$ cat src/rtl/cfgport_pkg.sv
package cfgport_pkg;
  parameter int unsigned WORD_W = 32;
  parameter int unsigned STAT_W = 2;

  typedef logic [WORD_W-1:0] word_t;
  typedef logic [STAT_W-1:0] stat_t;

  typedef enum logic [1:0] {
    SEL_NONE = 2'd0,
    SEL_DATA = 2'd1,
    SEL_CTRL = 2'd2,
    SEL_STAT = 2'd3
  } cfg_sel_e;

  typedef enum logic [1:0] {
    CMD_OTHER    = 2'd0,
    CMD_SHUTDOWN = 2'd1,
    CMD_REBOOT   = 2'd2
  } cmd_kind_e;

  // Clear a field of width w starting at bit lo
  function automatic word_t strip_field(input word_t v, input int unsigned lo,
                                        input int unsigned w);
    word_t r;
    r = v;
    for (int unsigned i = 0; i < WORD_W; i++) begin
      if (i >= lo && i < lo + w) r[i] = 1'b0;
    end
    return r;
  endfunction

  // Status after a command write: done always, error when unknown
  function automatic stat_t status_after(input cmd_kind_e k);
    stat_t s;
    s = '0;
    s[0] = 1'b1;
    if (STAT_W > 1) s[STAT_W-1] = (k == CMD_OTHER);
    return s;
  endfunction

  function automatic word_t widen_status(input stat_t s);
    word_t r;
    r = '0;
    r[STAT_W-1:0] = s;
    return r;
  endfunction
endpackage

$ cat src/rtl/cfgport_decode.sv
module cfgport_decode
  import cfgport_pkg::*;
#(
  parameter int unsigned ADDR_W   = 12,
  parameter bit          PORT_EN  = 1'b1,
  parameter logic [ADDR_W-1:0] OFS_DATA = 12'h0A0,
  parameter logic [ADDR_W-1:0] OFS_CTRL = 12'h0A4,
  parameter logic [ADDR_W-1:0] OFS_STAT = 12'h0A8
) (
  input  logic              acc_valid,
  input  logic              acc_write,
  input  logic [ADDR_W-1:0] acc_addr,
  output cfg_sel_e          sel,
  output logic              bad,
  output logic              wr_data_hit,
  output logic              wr_ctrl_hit,
  output logic              wr_stat_hit
);
  localparam int unsigned NREG = 3;
  localparam logic [ADDR_W-1:0] OFS_TAB [NREG] = '{OFS_DATA, OFS_CTRL, OFS_STAT};

  logic [NREG-1:0] hit;

  for (genvar g = 0; g < NREG; g++) begin : g_cmp
    assign hit[g] = PORT_EN && (acc_addr == OFS_TAB[g]);
  end

  always_comb begin
    sel = SEL_NONE;
    if (hit[0])      sel = SEL_DATA;
    else if (hit[1]) sel = SEL_CTRL;
    else if (hit[2]) sel = SEL_STAT;
  end

  assign bad         = acc_valid && (sel == SEL_NONE);
  assign wr_data_hit = acc_valid && acc_write && (sel == SEL_DATA);
  assign wr_ctrl_hit = acc_valid && acc_write && (sel == SEL_CTRL);
  assign wr_stat_hit = acc_valid && acc_write && (sel == SEL_STAT);
endmodule

$ cat src/rtl/cfgport_cmd.sv
module cfgport_cmd
  import cfgport_pkg::*;
#(
  parameter int unsigned MASK_LO = 18,
  parameter int unsigned MASK_W  = 2,
  parameter word_t       CODE_SHUTDOWN = 32'hC080_0000,
  parameter word_t       CODE_REBOOT   = 32'hC090_0000
) (
  input  logic  clk,
  input  logic  rst_n,
  input  logic  wr_data_hit,
  input  logic  wr_ctrl_hit,
  input  logic  wr_stat_hit,
  input  word_t wdata,
  output word_t data_q,
  output word_t ctrl_q,
  output stat_t stat_q,
  output logic  cmd_off_hit,
  output logic  cmd_rbt_hit,
  output logic  shutdown_req,
  output logic  reboot_req
);
  word_t     ctrl_next;
  cmd_kind_e kind;

  assign ctrl_next   = strip_field(wdata, MASK_LO, MASK_W);
  assign cmd_off_hit = (ctrl_next == CODE_SHUTDOWN);
  assign cmd_rbt_hit = (ctrl_next == CODE_REBOOT);

  always_comb begin
    kind = CMD_OTHER;
    if (cmd_off_hit)      kind = CMD_SHUTDOWN;
    else if (cmd_rbt_hit) kind = CMD_REBOOT;
  end

  always_ff @(posedge clk) begin
    if (!rst_n) begin
      data_q       <= '0;
      ctrl_q       <= '0;
      stat_q       <= '0;
      shutdown_req <= 1'b0;
      reboot_req   <= 1'b0;
    end else begin
      shutdown_req <= wr_ctrl_hit && (kind == CMD_SHUTDOWN);
      reboot_req   <= wr_ctrl_hit && (kind == CMD_REBOOT);
      if (wr_data_hit) data_q <= wdata;
      if (wr_ctrl_hit) begin
        ctrl_q <= ctrl_next;
        stat_q <= status_after(kind);
      end else if (wr_stat_hit) begin
        stat_q <= wdata[STAT_W-1:0];
      end
    end
  end
endmodule

$ cat src/rtl/cfgport_resp.sv
module cfgport_resp
  import cfgport_pkg::*;
(
  input  logic     clk,
  input  logic     rst_n,
  input  logic     acc_valid,
  input  logic     acc_write,
  input  cfg_sel_e sel,
  input  logic     bad,
  input  word_t    data_q,
  input  word_t    ctrl_q,
  input  stat_t    stat_q,
  output logic     rsp_valid,
  output word_t    rsp_rdata,
  output logic     rsp_err
);
  word_t rd_mux;

  always_comb begin
    unique case (sel)
      SEL_DATA: rd_mux = data_q;
      SEL_CTRL: rd_mux = ctrl_q;
      SEL_STAT: rd_mux = widen_status(stat_q);
      default:  rd_mux = '0;
    endcase
  end

  always_ff @(posedge clk) begin
    if (!rst_n) begin
      rsp_valid <= 1'b0;
      rsp_rdata <= '0;
      rsp_err   <= 1'b0;
    end else begin
      rsp_valid <= acc_valid;
      rsp_err   <= bad;
      rsp_rdata <= (acc_valid && !acc_write && !bad) ? rd_mux : '0;
    end
  end
endmodule

$ cat src/rtl/cfgport_top.sv
module cfgport_top
  import cfgport_pkg::*;
#(
  parameter int unsigned ADDR_W  = 12,
  parameter bit          PORT_EN = 1'b1,
  parameter logic [ADDR_W-1:0] OFS_DATA = 12'h0A0,
  parameter logic [ADDR_W-1:0] OFS_CTRL = 12'h0A4,
  parameter logic [ADDR_W-1:0] OFS_STAT = 12'h0A8,
  parameter int unsigned MASK_LO = 18,
  parameter int unsigned MASK_W  = 2,
  parameter logic [31:0] CODE_SHUTDOWN = 32'hC080_0000,
  parameter logic [31:0] CODE_REBOOT   = 32'hC090_0000
) (
  input  logic              clk,
  input  logic              rst_n,
  input  logic              acc_valid,
  input  logic              acc_write,
  input  logic [ADDR_W-1:0] acc_addr,
  input  logic [31:0]       acc_wdata,
  output logic              rsp_valid,
  output logic [31:0]       rsp_rdata,
  output logic              rsp_err,
  output logic              shutdown_req,
  output logic              reboot_req
);
  // Named internal events, visible to the bound checker
  cfg_sel_e sel;
  logic     bad;
  logic     wr_data_hit, wr_ctrl_hit, wr_stat_hit;
  logic     cmd_off_hit, cmd_rbt_hit;
  word_t    data_q, ctrl_q;
  stat_t    stat_q;

  cfgport_decode #(
    .ADDR_W(ADDR_W), .PORT_EN(PORT_EN),
    .OFS_DATA(OFS_DATA), .OFS_CTRL(OFS_CTRL), .OFS_STAT(OFS_STAT)
  ) u_dec (
    .acc_valid  (acc_valid),
    .acc_write  (acc_write),
    .acc_addr   (acc_addr),
    .sel        (sel),
    .bad        (bad),
    .wr_data_hit(wr_data_hit),
    .wr_ctrl_hit(wr_ctrl_hit),
    .wr_stat_hit(wr_stat_hit)
  );

  cfgport_cmd #(
    .MASK_LO(MASK_LO), .MASK_W(MASK_W),
    .CODE_SHUTDOWN(CODE_SHUTDOWN), .CODE_REBOOT(CODE_REBOOT)
  ) u_cmd (
    .clk         (clk),
    .rst_n       (rst_n),
    .wr_data_hit (wr_data_hit),
    .wr_ctrl_hit (wr_ctrl_hit),
    .wr_stat_hit (wr_stat_hit),
    .wdata       (acc_wdata),
    .data_q      (data_q),
    .ctrl_q      (ctrl_q),
    .stat_q      (stat_q),
    .cmd_off_hit (cmd_off_hit),
    .cmd_rbt_hit (cmd_rbt_hit),
    .shutdown_req(shutdown_req),
    .reboot_req  (reboot_req)
  );

  cfgport_resp u_rsp (
    .clk      (clk),
    .rst_n    (rst_n),
    .acc_valid(acc_valid),
    .acc_write(acc_write),
    .sel      (sel),
    .bad      (bad),
    .data_q   (data_q),
    .ctrl_q   (ctrl_q),
    .stat_q   (stat_q),
    .rsp_valid(rsp_valid),
    .rsp_rdata(rsp_rdata),
    .rsp_err  (rsp_err)
  );
endmodule

$ cat config.mk
export PLATFORM = sky130hd
export DESIGN_NAME = cfgport_top
export DESIGN_NICKNAME = d
export VERILOG_FILES = /design/src/rtl/cfgport_pkg.sv /design/src/rtl/cfgport_decode.sv /design/src/rtl/cfgport_cmd.sv /design/src/rtl/cfgport_resp.sv /design/src/rtl/cfgport_top.sv
export SDC_FILE = /design/constraint.sdc
export NUM_CORES = 1
export LEC_CHECK = 0
export BUFFER_PORTS_ARGS = -buffer_cell sky130_fd_sc_hd__buf_2
export CELL_PAD_IN_SITES_DETAIL_PLACEMENT = 0
export CELL_PAD_IN_SITES_GLOBAL_PLACEMENT = 1
export CORE_MARGIN = 5
export CORE_UTILIZATION = 40
export CTS_CLUSTER_DIAMETER = 80
export DETAILED_ROUTE_END_ITERATION = 8
export PLACE_DENSITY_LB_ADDON = 0.05
export SYNTH_ARGS = -nofsm -noshare
export SYNTH_HDL_FRONTEND = slang
export SYNTH_HIERARCHICAL = 1
export SYNTH_SLANG_ARGS = --single-unit
$ cat constraint.sdc
create_clock -name clk -period 4.2 [get_ports clk]
set_clock_uncertainty 0.1 [all_clocks]
set_input_delay 0.42 -clock clk [delete_from_list [all_inputs] [get_ports clk]]
set_output_delay 0.42 -clock clk [all_outputs]
set_load 0.005 [all_outputs]
==> impl_metrics.json <==
{
  "status": "complete, no violations",
  "setup_viol": 0,
  "fin_setup_tns_ns": 0,
  "fin_crit_ns": 2.56,
  "required_ns": 4.38,
  "dp_hpwl_mm": 5.85,
  "grt_start_max_net_pins": 68,
  "yosysWarnings": 6,
  "drtAntennaViolNets": 0,
  "rrSetupSlack_ns": 3.32,
  "slowest_stage": "or4b_1",
  "path_class": "in -> reg",
  "crit_fanout": 17,
  "finalHoldViolations": 0,
  "final_net_count": 507,
  "cts_sinks": 100,
  "routed.top_layer": "met4",
  "cts_tree": "yes",
  "overflow": 0,
  "grt_pass1_vias": 2968,
  "crit_path_start_kind": "input port",
  "antennaDiodeCount": 0,
  "slowest_delay_ns": 0.67,
  "hp-class": "in -> reg",
  "nFillCells": 1045,
  "ctsRootBufferMaster": "clkbuf_8",
  "powerDensity_mw_per_mm2": 318,
  "cts_hold_buffers": 0,
  "rsz0062_at_grt": "no",
  "fmax_mhz": 391,
  "wl_met3_um": 298,
  "min_path_cells": 2,
  "cp-end-kind": "register",
  "htreeDepth": 3,
  "vias": 2948,
  "coreArea_mm2": 0.0107,
  "finalWirelength_mm": 9.53,
  "die_w_um": 114,
  "cts.clk_slew.worst_paths_ns": 0.09,
  "arrival_ns": 2.74,
  "start_util": 0.404,
  "peakVddDrop_v": 0.000130,
  "post-route-period-util": 0.609,
  "holdWs_ns": 0.205,
  "drt-met1-wl_mm": 4.71,
  "finalCoreUtilization": 0.462,
  "cts_buffers": 9,
  "antenna_found_initial": 0,
  "wl_met2_mm": 4.37,
  "cts_buffer_depth": 2,
  "gr-usage-all-layers": 0.151,
  "rows": 38,
  "clk_latency_ns": 0.36,
  "reg2reg_to": "u_cmd/stat_q[1]",
  "dieArea_mm2": 0.0130,
  "hp-start": "acc_wdata[20]",
  "drt-initial-drc-count": 118,
  "synth_area_mm2": 0.00433,
  "num_io_pins": 84,
  "area_growth_pct": 14.2,
  "firstDrtPassIters": 4,
  "cp_top_family": "simple AND/OR/NAND/NOR gates",
  "slew_headroom": 0.567,
  "die_h_um": 114,
  "drive_gt1_frac": 0.313,
  "finalPower_w": 0.00157,
  "drv_cap": 0,
  "via_per_inst": 4.88,
  "postCtsSetupBuffers": 0,
  "p_leak_nw": 1.54,
  "io_buffers": 83,
  "drv_slew": 0,
  "drc": 0,
  "wl_per_cell_um": 15.8,
  "crit_buf_inv": 2,
  "reg2reg_from": "u_cmd/stat_q[1]",
  "grt_pass1_wl_mm": 15.6,
  "min_to": "u_cmd/shutdown_req",
  "place_congestion": 0.741,
  "postCtsResizedCells": 0,
  "path_cells": "buf_2 -> or4b_1 -> o41a_1 -> nand4bb_4 -> buf_4 -> a211oi_1",
  "reg2reg_depth": 3,
  "syn_area_per_cell_um2": 10.9,
  "syn_inst": 396,
  "worst_slew_pin_slew_ns": 0.650
}
==> cell type report <==
type / count / area, um2 / area share
Clock buffer: 11 / 131 / 0.0266
Timing Repair Buffer: 89 / 460 / 0.0932
Inverter: 2 / 7.51 / 0.00152
Multi-Input combinational cell: 257 / 2120 / 0.430
Tap cell: 140 / 175 / 0.0355
Clock inverter: 5 / 38.8 / 0.00785
Sequential cell: 100 / 2000 / 0.405
==> cell usage in the layout, fill, tap and decap left out, types with 2 or more instances in the layout <==
| master | count |
|---|---|
| buf_4 | 6 |
| nor4b_2 | 2 |
| nor2b_1 | 62 |
| and2_1 | 3 |
| buf_2 | 83 |
| a21oi_2 | 30 |
| nor4_1 | 3 |
| clkbuf_8 | 9 |
| mux2i_1 | 66 |
| clkbuf_1 | 2 |
| a21boi_0 | 2 |
| nand4b_1 | 2 |
| dfxtp_1 | 100 |
| inv_1 | 2 |
| a21oi_1 | 2 |
| conb_1 | 2 |
| clkinvlp_4 | 4 |
| nand3b_1 | 60 |
| or4b_1 | 2 |
| nor4_2 | 6 |
| a211oi_1 | 2 |
==> routing by layer <==
| metal | vias to the layer above | GRT usage |
|---|---|---|
| met5 | - | 0 |
| met4 | 0 | 0.0570 |
| met3 | 12 | 0.0244 |
| met2 | 49 | 0.243 |
| met1 | 1388 | 0.202 |
| li1 | 1499 | - |
==> metrics by stage <==
step	area, um2	setup slack, ns	std cells
floorplan	4330	1.96	397
global placement	4770	1.26	588
detailed placement	4770	1.25	588
CTS	4940	1.59	604
global route	4940	1.51	604
finish	4940	1.64	604
==> sequential cells by signal, indices dropped and copies added, names as in the netlist <==
name	count
u_cmd/shutdown_req	1
u_cmd/reboot_req	1
u_rsp/rsp_valid	1
u_rsp/rsp_err	1
u_cmd/ctrl_q	30
u_rsp/rsp_rdata	32
u_cmd/stat_q	2
u_cmd/data_q	32
==> how the worst max path moves through the flow <==
| stage | endpoint | slack (ns) | startpoint | cells after the start |
|---|---|---|---|---|
| final | u_rsp/rsp_rdata[0] | 1.64 | acc_addr[6] | 6 |
| after global routing | u_rsp/rsp_rdata[1] | 1.51 | acc_addr[6] | 6 |
| after CTS | u_rsp/rsp_rdata[0] | 1.59 | acc_addr[6] | 6 |
| after detailed placement | u_rsp/rsp_rdata[0] | 1.25 | acc_addr[6] | 6 |
| after global placement | u_rsp/rsp_rdata[1] | 1.26 | acc_addr[6] | 6 |
| after floorplan | u_cmd/stat_q[1] | 1.96 | acc_addr[6] | 7 |
==> power by group <==
group / internal (W) / leakage (nW) / switching, W
Clock: 0.000217 / 0.0718 / 0.000330
Sequential: 0.000948 / 0.805 / 0.000000186
Combinational: 0.0000338 / 0.664 / 0.0000406
Note: power is estimated with default switching activity, not from simulation.
